$ cat src/rtl/mct_pkg.sv
package mct_pkg;
    typedef enum logic [1:0] {
        CH_IDLE    = 2'd0,
        CH_LOADED  = 2'd1,
        CH_RUN     = 2'd2,
        CH_EXPIRED = 2'd3
    } ch_state_e;
endpackage

$ cat src/rtl/mct_decode.sv
module mct_decode #(
    parameter int N_CH   = 12,
    parameter int ADDR_W = 4
) (
    input  logic              clk,
    input  logic              rst_n,
    input  logic              wr_en,
    input  logic [ADDR_W-1:0] wr_addr,
    output logic [N_CH-1:0]   ld_vec,
    output logic              arm
);
    localparam int LAST = N_CH - 1;

    for (genvar c = 0; c < N_CH; c++) begin : g_sel
        assign ld_vec[c] = wr_en && (wr_addr == ADDR_W'(c));
    end

    always_ff @(posedge clk or negedge rst_n) begin
        if (!rst_n) arm <= 1'b0;
        else        arm <= wr_en && (wr_addr == ADDR_W'(LAST));
    end

    AST_LOAD_ONEHOT: assert property (@(posedge clk) disable iff (!rst_n)
        $onehot0(ld_vec));
    AST_ARM_FROM_LAST: assert property (@(posedge clk) disable iff (!rst_n)
        ld_vec[LAST] |=> arm);
    AST_NO_ARM_WITHOUT_LAST: assert property (@(posedge clk) disable iff (!rst_n)
        !ld_vec[LAST] |=> !arm);
endmodule

$ cat src/rtl/mct_channel.sv
module mct_channel
    import mct_pkg::*;
#(
    parameter int CNT_W = 14
) (
    input  logic             clk,
    input  logic             rst_n,
    input  logic             ld,
    input  logic [CNT_W-1:0] ld_val,
    input  logic             arm,
    output logic             tmr_out
);
    ch_state_e        st, st_nx;
    logic [CNT_W-1:0] cnt;

    always_comb begin
        st_nx = st;
        if (ld) begin
            st_nx = CH_LOADED;
        end else begin
            unique case (st)
                CH_IDLE:    st_nx = CH_IDLE;
                CH_LOADED:  if (arm) st_nx = (cnt == '0) ? CH_EXPIRED : CH_RUN;
                CH_RUN:     if (cnt == CNT_W'(1)) st_nx = CH_EXPIRED;
                CH_EXPIRED: st_nx = CH_EXPIRED;
                default:    st_nx = CH_IDLE;
            endcase
        end
    end

    always_ff @(posedge clk or negedge rst_n) begin
        if (!rst_n) begin
            st  <= CH_IDLE;
            cnt <= '0;
        end else begin
            st <= st_nx;
            if (ld)                cnt <= ld_val;
            else if (st == CH_RUN) cnt <= cnt - CNT_W'(1);
        end
    end

    always_comb tmr_out = (st == CH_RUN);

    AST_RUN_NONZERO: assert property (@(posedge clk) disable iff (!rst_n)
        (st == CH_RUN) |-> (cnt != '0));
    AST_RISE_NEEDS_ARM: assert property (@(posedge clk) disable iff (!rst_n)
        $rose(tmr_out) |-> $past(arm));
    AST_RUN_DECREMENTS: assert property (@(posedge clk) disable iff (!rst_n)
        (st == CH_RUN && !ld && cnt > CNT_W'(1)) |=> (tmr_out && cnt == $past(cnt) - CNT_W'(1)));
    AST_EXPIRED_HOLDS: assert property (@(posedge clk) disable iff (!rst_n)
        (st == CH_EXPIRED && !ld) |=> !tmr_out);
    AST_RELOAD_STOPS: assert property (@(posedge clk) disable iff (!rst_n)
        ld |=> !tmr_out);
endmodule

$ cat src/rtl/mct_bank.sv
module mct_bank #(
    parameter int N_CH   = 12,
    parameter int CNT_W  = 14,
    parameter int ADDR_W = 4
) (
    input  logic              clk,
    input  logic              rst_n,
    input  logic              wr_en,
    input  logic [ADDR_W-1:0] wr_addr,
    input  logic [CNT_W-1:0]  wr_data,
    output logic [N_CH-1:0]   tmr_out
);
    logic [N_CH-1:0] ld_vec;
    logic            arm;

    mct_decode #(.N_CH(N_CH), .ADDR_W(ADDR_W)) i_decode (
        .clk(clk), .rst_n(rst_n), .wr_en(wr_en), .wr_addr(wr_addr),
        .ld_vec(ld_vec), .arm(arm)
    );

    for (genvar c = 0; c < N_CH; c++) begin : g_ch
        mct_channel #(.CNT_W(CNT_W)) i_ch (
            .clk(clk), .rst_n(rst_n), .ld(ld_vec[c]), .ld_val(wr_data),
            .arm(arm), .tmr_out(tmr_out[c])
        );
    end

    AST_NO_START_UNARMED: assert property (@(posedge clk) disable iff (!rst_n)
        (!arm) |=> ((tmr_out & ~$past(tmr_out)) == '0));
endmodule

$ cat config.mk
export PLATFORM = sky130hd
export DESIGN_NAME = mct_bank
export DESIGN_NICKNAME = d
export VERILOG_FILES = /design/src/rtl/mct_pkg.sv /design/src/rtl/mct_decode.sv /design/src/rtl/mct_channel.sv /design/src/rtl/mct_bank.sv
export SDC_FILE = /design/constraint.sdc
export NUM_CORES = 1
export LEC_CHECK = 0
export CAP_MARGIN = 25
export CELL_PAD_IN_SITES_DETAIL_PLACEMENT = 1
export CELL_PAD_IN_SITES_GLOBAL_PLACEMENT = 1
export CORE_MARGIN = 2
export CORE_UTILIZATION = 56
export CTS_BUF_LIST = sky130_fd_sc_hd__clkbuf_2
export DETAILED_ROUTE_END_ITERATION = 7
export DONT_BUFFER_PORTS = 1
export PLACE_DENSITY_LB_ADDON = 0.15
export SYNTH_ARGS = -nofsm -noshare
export SYNTH_HDL_FRONTEND = slang
export SYNTH_SLANG_ARGS = --single-unit
$ cat constraint.sdc
create_clock -name clk -period 5.2 [get_ports clk]
set_input_delay 0.26 -clock clk [delete_from_list [all_inputs] [get_ports clk]]
set_output_delay 0.26 -clock clk [all_outputs]
set_load 0.05 [all_outputs]
* Word-level counts from Yosys, hierarchy flattened *
Cells that the tools add are included.

storage, ports and cells
  register bits = 193
  bits in latches = 0
  bits in writable memories = 0
  bits in read-only memories = 0
  bits of input ports = 21
  output and inout port bits = 12
  word-level logic and storage cells = 265
  memories kept = 0

operators by class
  add/sub/neg operators = 12
  multiply operators = 0
  div/mod/pow operators = 0
  $lt $le $gt $ge = 0
  equality and inequality tests = 83
  shifts and indexed selects = 0
  multiplexer cells = 84
  bitwise operators = 0
  reductions and logical operators = 61

operators by type and width
  cell                   count
  $mux 14                24
  $eq 14x1->1 const B    12
  $logic_not 14->1       12
  $sub 14x1->14 const B  12
  $pmux 2 s4             12
  $mux 2                 36
  $ne 3x2->1 const B     24
  $eq 2x2->1 const B     24
  $eq 2x1->1 const B     12
  $logic_not 2->1        12
  $reduce_and 2->1       12
  $reduce_bool 2->1      12
  $eq 4x3->1 const B     4
  $eq 4x4->1 const B     4
  $logic_and 1x1->1      12
  $mux 1                 12
  $eq 4x2->1 const B     2
  $eq 4x1->1 const B     1
  $logic_not 4->1        1

* Logic depth before layout (Yosys ltp) *
Gate-level depths: netlist of the first run.

  depth after elaboration = 5
  gate-level depth with buffers = 7
  mapped depth without buffers = 7

* Modules after synthesis *
Synthesis of the first run repeated with hierarchy kept, for this count alone.

unflattened totals
  cell total of the unflattened synthesis = 1158
  area total of the unflattened synthesis = 11174.5 um^2

modules (own cells, without submodules)
  module                           instances  cells each  area an instance (um^2)  seq. area each (um^2)
  mct_channel at g_ch[0].i_ch ...  8          94          907.1                    400.4
  mct_channel at g_ch[7].i_ch ...  2          97          957.2                    400.4
  mct_channel at g_ch[9].i_ch      1          95          955.9                    400.4
  mct_channel at g_ch[6].i_ch      1          97          922.1                    400.4
  mct_decode                       1          20          125.1                    25.0

* Worst setup path before layout of the first run *
No wires, ideal clock.

  path type = register to register
  start point = register g_ch[9].i_ch.cnt[2]
  end point = register g_ch[9].i_ch.cnt[11]
  setup time = 127 ps
  data arrival time = 1991 ps
  data required time = 5073 ps
  slack = 3082 ps
  stages on the path, launching flop included = 6
  buffers on the path = 0
  clock period less this slack = 2118 ps
  path through = dfrtp_1 or4_4 or4_4 nor4_4 xor2_1 mux2_1

on the way
  longest elaborated chain between the ends = 3

ends and longest elaborated chain
  element                   line               text
  start: declaration        mct_channel.sv:14  logic [CNT_W-1:0] cnt;
  start signal: assignment  mct_channel.sv:37  if (ld) cnt <= ld_val;
  start signal: assignment  mct_channel.sv:38  else if (st == CH_RUN) cnt <= cnt - CNT_W'(1);
  $sub 14x1->14             mct_channel.sv:38
  $mux 14                   mct_channel.sv:38
  $mux 14                   mct_channel.sv:37

No other way between the ends. The select of a mux whose other input is x is not followed.
A chain may end at the register's enable or synchronous reset.

* Worst setup path after layout of the first run *
  start point = input wr_addr[0]
  end point = register g_ch[11].i_ch.cnt[12]

on the way
  longest elaborated chain between the ends = 3
  elaborated cells on any way between the ends = 4
  classes of those cells = eq/ne: 1; mux: 1; reduce/logical: 2

ends and longest elaborated chain
  element                                       line               text
  start: declaration                            mct_bank.sv:9      input logic [ADDR_W-1:0] wr_addr,
  $eq 4x4->1 (*)                                mct_decode.sv:15   assign ld_vec[c] = wr_en && (wr_addr == ADDR_W'(c));
  $logic_and 1x1->1 (*)                         mct_decode.sv:15
  $mux 14 or $reduce_bool 2->1 (tied branches)  -
  end signal: assignment                        mct_channel.sv:37
  end signal: assignment                        mct_channel.sv:38
  end: declaration                              mct_channel.sv:14

Every way passes the cells marked *; elsewhere a longest branch is shown, timed or not.

==> summary.txt, run 1 <==
status: completed
clock share of power: 0.141
RSZ-0062 raised after global routing: no
post-route cell area: 0.01129 mm^2
CTS tree: yes
area of the core: 0.01871 mm^2
# port buffers: 0
clock slew at the register clock pins of the worst setup and hold paths: 290 ps
Least-Margin Pin Slew: 1258 ps
Detailed Routing Iterations Pass 1: 4
vias in the first global route: 9145
GRT Total Usage: 0.3041
largest net degree at the start of global routing: 194
Synthesis Warnings: 0
CP required: 5870 ps
Via Count: 8563
Die ar.: 0.02016 mm^2
gr ovfl total: 0
FMAX: 0.3940 GHz
Comb pwr share: 0.323
Worst-Skew Late Latency: 800 ps
pre-CTS setup slack: 2976 ps
worst-case clock buffer depth: 2
htree depth: 4
placed inst area: 0.01080 mm^2
Synth Flop Type: dfrtp_1
Synth Area per Inst: 8.976 um^2
Chip Width: 142.0 um
DP HPWL: 17.96 mm
Final Power: 4.921 mW
area leader, netlist: dfrtp_1
slew margin rel.: 0.1613
Die Y: 142.0 um
Leak: 4.282 nW
initial antenna violation count: 7
share of cells above drive strength 1: 0.05426
final net count: 1243
Mapped Area: 0.01066 mm^2
Synth area leaders: dfrtp_1, xnor2_1, nor2_1
Post-DRT Antenna Nets: 0
worst endpoint data arrival time: 3210 ps
starting density of the core: 0.5701
Final Hold Vio Count: 0
R2R Setup Slk: 2960 ps
crit end category: register
# Max-Cap Violations: 0
Flop pwr share: 0.536
Synth Instances: 1188
flops & latches, synth: 193
total clock buffers created by CTS: 17
post-route setup slack: 2662 ps
Hold Slack: 4.366 ps
Psw: 1.990 mW
vias per cell: 5.963
GP Congestion: 0.8042
max-slew violations: 0
Setup Fix Bufs, Post-CTS: 0
final number of setup-violating endpoints: 0
Pwr per Cell Area: 435.7 mW/mm^2
WS Path Type: in -> reg
Clock Skew: 71.85 ps
Pint: 2.930 mW
worst min-delay path class: in -> async
clock root cell: clkbuf_2
Row Count: 50
Post-synth EDFFs: 0
Detailed Route WL: 29.89 mm
setup tns final: 0 ps
period utilization: 0.4880
Boundary Pins: 33
Syn Nets: 1245
post-synth top area share: 0.4529
DRC errors left: 0
Tmin final: 2538 ps
first-pass GRT wire length: 47.80 mm
FFs w/ async S/R, synth: 1.000
Setup crit start kind: input port
area grow syn2layout: 5.890%
Netlist cell types: 49
1st-iter DRT viols: 482
CTS Sinks: 193
worst vdd ir: 0.2497 mV
Routed WL per cell: 20.81 um
Seq/Total Area, Yosys: 0.4529
switch share: 0.4045
crit path max fanout: 30
[metrics by stage]
step                  util  instances
floorplan                -       1188
global placement    0.5770       1372
detailed placement  0.5776       1374
CTS                 0.6031       1432
global route        0.6035       1435
finish              0.6037       1436
[critical path, cell delays in order]
cell	delay (ps)
dlygate4sd3_1	830
nand2_1	100
dlygate4sd3_1	650
nor2_2	120
dlygate4sd3_1	580
buf_4	300
mux2_1	360
[flip-flops by register name, indices dropped and copies added, names as in the netlist]
signal and count:
g_ch.i_ch.st 24, i_decode.arm 1, g_ch.i_ch.cnt 168
[Yosys cell counts, types with 11 or more instances]
library cell / instances
dfrtp_1: 193
nor2_1: 144
nand2_1: 135
xnor2_1: 102
a21oi_1: 92
o21ai_1: 89
clkbuf_1: 53
xor2_1: 47
nor3_1: 39
ha_1: 36
nor4_1: 30
o21ai_0: 28
inv_1: 26
nand3_1: 20
nor2b_1: 18
nand3b_1: 13
buf_4: 12
or3_1: 11
[layout make-up]
type | count | area [um^2]
fill | 2187 | 7413
multi-input combinational | 900 | 5438
sequential | 193 | 4830
timing repair buffer | 46 | 426.7
tap | 234 | 292.8
inverter | 28 | 105.1
clock buffer | 19 | 95.09
clock inverter | 12 | 95.09
antenna | 4 | 10.01
[placed cells by master (no fill, tap or decap), drive strengths merged, types with 4 or more instances in the layout]
cell         netlist  layout
nand3b            13      13
nor3              40      40
nor4              36      36
buf               14      20
nor2             144     144
nand2            135     135
xnor2            102     102
dlygate4sd3        0      26
inv               28      28
a21oi             92      92
o41ai              6       6
or4b               7       7
a31oi              4       4
xor2              47      47
nand2b             5       5
or3               11      11
ha                36      36
and3               4       4
nor4b              5       5
nand4              5       5
nor3b              4       4
nor2b             18      18
mux2               9       9
or2                4       4
a22oi              6       6
clkbuf            53      19
a21o               6       6
diode              0       4
nand3             20      20
clkinv             0       8
o21ai            117     117
dfrtp            193     193
or4               10      10
[what timing repair did]
item,in CTS,in global routing
resized for setup,0,0
hold buffers,27,0
endpoints found under the hold margin,374,0
[power by group through the flow]
| stage | clock network [mW] | logic (mW) | registers, mW |
|---|---|---|---|
| floorplan | 0 | 1.25 | 2.50 |
| detailed placement | 0 | 1.48 | 2.65 |
| global placement | 0 | 1.37 | 2.61 |
| global route | 0.758 | 1.81 | 2.73 |
| finish | 0.693 | 1.59 | 2.64 |
| CTS | 0.708 | 1.58 | 2.62 |
[path summary, 6_finish.rpt]
path	start	to	cells after the start
min in group clk	wr_addr[2]	g_ch[6].i_ch.st[1]$_DFFE_PN0P_	4
max reg2reg	g_ch[9].i_ch.cnt[2]$_DFFE_PN0P_	g_ch[9].i_ch.cnt[11]$_DFFE_PN0P_	5
max	wr_addr[0]	g_ch[11].i_ch.cnt[12]$_DFFE_PN0P_	7
min	rst_n	g_ch[2].i_ch.cnt[3]$_DFFE_PN0P_	2
min reg2reg	g_ch[6].i_ch.st[0]$_DFFE_PN0P_	g_ch[6].i_ch.st[1]$_DFFE_PN0P_	2
max in group asynchronous	rst_n	g_ch[7].i_ch.cnt[6]$_DFFE_PN0P_	2
[logic make-up after synthesis]
logic type / synth area share
xor+xnor: 0.1224
buf+inv: 0.03790
compound gates: 0.1190
flops: 0.4529
simple gates: 0.2161
fa+ha+maj: 0.04224
mux: 0.009504
[routing by layer]
| metal | wire (um) | track usage |
|---|---|---|
| met1 | 12490 | 0.3770 |
| met2 | 15300 | 0.5403 |
| met3 | 1407 | 0.05821 |
| met4 | 662 | 0.09053 |
| met5 | 26 | 0 |
Note: power is estimated with default switching activity, not from simulation.
==> run 2, diff against run 1 <==
CORE_UTILIZATION = 52   (was 56)
clock period = 2.58 ns   (was 5.2 ns; I/O delays follow)
==> run 2 against run 1 <==
- the run now ends with negative hold slack left
- routed wire length is 3.0% lower
- worst setup slack got worse by 2600 ps
- count of clock-buffer cells in the layout grew 1
- sequential share of layout area down 1.3 points
- critical endpoint is now g_ch[6].i_ch.cnt[2]$_DFFE_PN0P_
- largest cell class unchanged
==> summary.txt, run 2 (same netlist as run 1, synthesis figures left out) <==
status: complete, but fails checks
failing checks: negative hold slack
crit end category: register
gr ovfl total: 0
Inst Count DP: 1417
GP Congestion: 0.7862
switch share: 0.3846
commonest non-fill, non-tap cells in the layout: dfrtp_1, nor2_1, nand2_1, xnor2_1, a21oi_1
clock share of power: 0.172
Clock Skew: 47.27 ps
most common library cell in the layout ignoring fill and taps: dfrtp_1
final net count: 1267
Leak: 4.437 nW
Via Count: 8504
setup tns final: 0 ps
worst vdd ir: 0.5203 mV
htree depth: 4
vias in the first global route: 8927
vias per cell: 5.684
Flop pwr share: 0.516
post-layout util: 0.5771
crit path max fanout: 12
number of flip-flops under the largest register name: 168
area of the core: 0.02017 mm^2
first-pass GRT wire length: 47.65 mm
total clock buffers created by CTS: 17
Comb pwr share: 0.312
Pwr per Cell Area: 878.8 mW/mm^2
WS Path Type: in -> reg
Tmin final: 2520 ps
Die Y: 147.2 um
Setup crit start kind: input port
worst-case clock buffer depth: 2
DP HPWL: 17.79 mm
RSZ-0062 raised after global routing: no
Detailed Routing Iterations Pass 1: 5
Boundary Pins: 33
largest registers: g_ch.i_ch.cnt: 168 flops, g_ch.i_ch.st: 24 flops, i_decode.arm: 1 flops
# Max-Cap Violations: 0
initial antenna violation count: 3
clock slew at the register clock pins of the worst setup and hold paths: 300 ps
largest net degree at the start of global routing: 194
max-slew violations: 0
Least-Margin Pin Slew: 1078 ps
DRC errors left: 0
# port buffers: 0
CP required: 3360 ps
Row Count: 52
Pint: 6.295 mW
CTS Sinks: 193
area grow syn2layout: 9.152%
Detailed Route WL: 28.99 mm
Final Hold Vio Count: 193
Largest Register: g_ch.i_ch.cnt
CTS tree: yes
worst endpoint data arrival time: 3300 ps
cells on worst reg2reg path: 6
share of cells above drive strength 1: 0.06383
Die ar.: 0.02167 mm^2
1st-iter DRT viols: 512
Worst-Skew Late Latency: 810 ps
Post-DRT Antenna Nets: 0
Chip Width: 147.2 um
Psw: 3.934 mW
slew margin rel.: 0.2793
final number of setup-violating endpoints: 0
Routed WL per cell: 19.38 um
clock root cell: clkbuf_2
final cell count without fillers: 1496
starting density of the core: 0.5287
worst min-delay path class: in -> async
FMAX: 0.3969 GHz
Hold Slack: -1039 ps
period utilization: 0.9766
GRT Total Usage: 0.2790
run 2: cell types whose count changed in the layout (fill, tap and decap cells not counted), sizes merged, moves of 2 or more:
cell,delta
buf,+7
bufinv,+3
clkinv,-5
dlygate4sd3,+15
dlymetal6s4s,+2
inv,+2
run 2: power by group through the flow:
stage	sequential [mW]	combinational (mW)	clock [mW]
6_report	5.28	3.19	1.75
5_1_grt	5.47	3.63	1.91
4_1_cts	5.28	3.17	1.79
3_5_place_dp	5.32	2.96	0
3_3_place_gp	5.27	2.78	0
2_1_floorplan	5.03	2.52	0
run 2: worst paths after layout:
path / from / end / slack [ps]
max: wr_addr[3] / g_ch[6].i_ch.cnt[2]$_DFFE_PN0P_ / 60
min: rst_n / g_ch[2].i_ch.cnt[9]$_DFFE_PN0P_ / -1040
max reg2reg: g_ch[9].i_ch.cnt[3]$_DFFE_PN0P_ / g_ch[9].i_ch.cnt[9]$_DFFE_PN0P_ / 120
min reg2reg: g_ch[11].i_ch.st[1]$_DFFE_PN0P_ / g_ch[11].i_ch.st[1]$_DFFE_PN0P_ / 590
max in group asynchronous: rst_n / g_ch[0].i_ch.cnt[5]$_DFFE_PN0P_ / 3100
min in group clk: wr_addr[0] / g_ch[3].i_ch.cnt[11]$_DFFE_PN0P_ / 30
run 2: what timing repair did:
action	CTS	global route
hold buffers	41	2
gates resized for setup	0	3
buffers inserted	0	1
hold endpoints to repair	384	195
setup endpoints to repair	0	5
run 2: stage by stage:
stage / hold slack, ps / power (mW) / setup slack [ps] / cell area [um^2]
global placement: -160.6 / 8.050 / 410.9 / 10910
floorplan: -166.6 / 7.552 / 461.5 / 10660
finish: -1039 / 10.23 / 60.38 / 11640
CTS: -1114 / 10.24 / 103.4 / 11590
global route: -1139 / 11.01 / 7.641 / 11640
detailed placement: -161.0 / 8.287 / 380.5 / 10910
run 2: critical path, cell delays in order:
cell	delay, ps
dlygate4sd3_1	600
nand3b_1	280
nor2_1	170
dlygate4sd3_1	610
buf_4	200
nand2_1	70
dlygate4sd3_1	600
o21ai_1	70
dlygate4sd3_1	560
run 2: layout make-up:
cell class | count | area (um^2)
Multi-Input combinational cell | 900 | 5440
Clock buffer | 20 | 100.1
Timing Repair Buffer | 70 | 638.1
Inverter | 28 | 105.1
Antenna cell | 4 | 10.01
Sequential cell | 193 | 4830
Fill cell | 2359 | 8529
Clock inverter | 11 | 178.9
Tap cell | 270 | 337.8
run 2: routing by layer:
metal,up-vias,wire [um],global-route usage
met5,-,0,0
met4,0,539,0.07067
met3,33,897,0.04503
met2,126,14220,0.4706
met1,4274,13340,0.3780
li1,4071,-,-
==> run 3, diff against run 2 <==
CTS_BUF_LIST = sky130_fd_sc_hd__clkbuf_4   (was sky130_fd_sc_hd__clkbuf_2)
==> run 3 against run 2 <==
- the flow still finishes with violations (negative hold slack)
- cell count decreased by 0.87%
- sequential power about the same
- clock skew decreased by 21 ps
- sequential cell count unchanged
- clock power increased by 9%
- fmax increased by 3.0%
- routed wire length about the same
==> summary.txt, run 3 (same netlist as run 1, synthesis figures left out) <==
status: complete, but fails checks
failing checks: negative hold slack
DRC errors left: 0
worst vdd ir: 0.5051 mV
Largest Register: g_ch.i_ch.cnt
met3 routed WL: 1.181 mm
Setup crit start kind: input port
Post-CTS Hold Buffers: 32
Boundary Pins: 33
commonest non-fill, non-tap cells in the layout: dfrtp_1, nor2_1, nand2_1, xnor2_1, a21oi_1
Detailed Route WL: 29.01 mm
most common library cell in the layout ignoring fill and taps: dfrtp_1
Via Count: 8420
max-slew violations: 0
1st-iter DRT viols: 455
final-layout fill cell count: 2351
clock slew at the register clock pins of the worst setup and hold paths: 170 ps
Leak: 4.385 nW
final number of setup-violating endpoints: 0
clock root cell: clkbuf_4
critical path's most frequent cell: dlygate4sd3_1
# port buffers: 0
crit end category: register
slew margin rel.: 0.3083
Multi-input gate area: 0.005448 mm^2
CP required: 3150 ps
Pwr per Cell Area: 892.7 mW/mm^2
CP max stage delay: 770 ps
final net count: 1255
Comb pwr share: 0.303
setup tns final: 0 ps
switch share: 0.3799
routed metal-1 wirelength: 12.94 mm
post-layout util: 0.5738
# Max-Cap Violations: 0
Flop pwr share: 0.512
met2 wire len: 14.27 mm
worst min-delay path class: in -> async
gr ovfl total: 0
Psw: 3.925 mW
Die Y: 147.2 um
largest net degree at the start of global routing: 194
cells on worst reg2reg path: 5
worst-case clock buffer depth: 2
initial antenna violation count: 3
DP HPWL: 17.79 mm
WS Path Type: in -> reg
R2R Setup Slk: 370 ps
GRT Total Usage: 0.2813
Routed WL per cell: 19.56 um
worst-path cell chain: dlygate4sd3_1 > nand2b_1 > nor2_1 > buf_4 > dlygate4sd3_1 > nand2_1 > o21ai_1 > dlygate4sd3_1
highest metal used: met4
largest registers: g_ch.i_ch.cnt: 168 flops, g_ch.i_ch.st: 24 flops, i_decode.arm: 1 flops
first-pass GRT wire length: 47.77 mm
area grow syn2layout: 8.518%
R2R Path Start: g_ch[9].i_ch.cnt[2]$_DFFE_PN0P_
starting density of the core: 0.5287
total clock buffers created by CTS: 17
htree depth: 4
clock share of power: 0.184
Hold Slack: -829.6 ps
Post-DRT Antenna Nets: 0
Clock Skew: 26.39 ps
Row Count: 52
Final Hold Vio Count: 193
Die ar.: 0.02167 mm^2
Final Power: 10.33 mW
Detailed Routing Iterations Pass 1: 6
period utilization: 0.9478
CTS Sinks: 193
Tmin final: 2445 ps
Pint: 6.407 mW
Least-Margin Pin Slew: 1034 ps
Chip Width: 147.2 um
vias in the first global route: 8874
Worst-Skew Late Latency: 620 ps
share of cells above drive strength 1: 0.06281
Worst path slowest cell: dlygate4sd3_1
area of the core: 0.02017 mm^2
number of flip-flops under the largest register name: 168
reg2reg end: g_ch[9].i_ch.cnt[11]$_DFFE_PN0P_
GP Congestion: 0.7862
crit path max fanout: 9
worst endpoint data arrival time: 3020 ps
FMAX: 0.4089 GHz
vias per cell: 5.678
Reg area: 0.004830 mm^2
CTS tree: yes
RSZ-0062 raised after global routing: no
run 3: cell count changes in the layout (fill, tap and decap cells not counted):
cell | previous run | this run
buf_4 | 27 | 26
nor2_4 | 0 | 2
dlygate4sd3_1 | 41 | 32
clkbuf_4 | 0 | 20
nor2_2 | 4 | 1
clkbuf_2 | 20 | 0
dlymetal6s4s_1 | 2 | 0
nor2_1 | 140 | 141
diode_2 | 4 | 3
run 3: power by group through the flow:
stage | Sequential (mW) | Combinational (mW) | Clock (mW)
CTS | 5.28 | 3.14 | 1.95
floorplan | 5.03 | 2.52 | 0
detailed placement | 5.32 | 2.96 | 0
finish | 5.29 | 3.13 | 1.90
global route | 5.48 | 3.57 | 2.06
global placement | 5.27 | 2.78 | 0
run 3: final cells by class:
| class | count | share of cell area |
|---|---|---|
| multi-input cells | 900 | 0.4708 |
| flip-flops and latches | 193 | 0.4173 |
| repair buffers | 58 | 0.04455 |
| well taps | 270 | 0.02919 |
| clock inverters | 11 | 0.01546 |
| clock buffers | 20 | 0.01297 |
| inverters | 28 | 0.009082 |
| diodes | 3 | 0.0006487 |
run 3: how the worst max path moves through the flow:
stage | start | endpoint | slack [ps] | depth (start not counted)
finish | wr_addr[0] | g_ch[6].i_ch.cnt[7]$_DFFE_PN0P_ | 130 | 8
global route | wr_addr[1] | g_ch[6].i_ch.cnt[7]$_DFFE_PN0P_ | 40 | 8
CTS | wr_addr[0] | g_ch[11].i_ch.cnt[3]$_DFFE_PN0P_ | 40 | 7
detailed placement | g_ch[9].i_ch.cnt[2]$_DFFE_PN0P_ | g_ch[9].i_ch.cnt[11]$_DFFE_PN0P_ | 380 | 5
global placement | g_ch[9].i_ch.cnt[2]$_DFFE_PN0P_ | g_ch[9].i_ch.cnt[11]$_DFFE_PN0P_ | 410 | 5
floorplan | g_ch[9].i_ch.cnt[2]$_DFFE_PN0P_ | g_ch[9].i_ch.cnt[11]$_DFFE_PN0P_ | 460 | 5
run 3: worst max-delay path, delay by kind of cell:
family	cells	cell delay (ps)
AOI/OAI and AO/OA	1	120
and+or+nand+nor	3	530
buffers and inverters	4	2250
run 3: stage by stage:
step | instance area [um^2] | hold WS, ps | cells | setup slack (ps)
global placement | 10910 | -160.6 | 1417 | 410.9
finish | 11570 | -829.6 | 1483 | 134.6
CTS | 11550 | -874.5 | 1480 | 40.06
floorplan | 10660 | -166.6 | 1188 | 461.5
global route | 11570 | -875.2 | 1482 | 38.94
detailed placement | 10910 | -161.0 | 1417 | 380.5
run 3: per-layer routing:
layer	global-route usage	vias to the layer above
met4	0.09856	0
li1	-	4059
met3	0.03820	43
met5	0	-
met2	0.4680	132
met1	0.3801	4186
run 3: what timing repair did:
item | 4_1_cts | 5_1_grt
buffers inserted | 0 | 0
endpoints found under the hold margin | 372 | 193
gates resized for setup | 0 | 2
endpoints found under the setup margin | 0 | 2
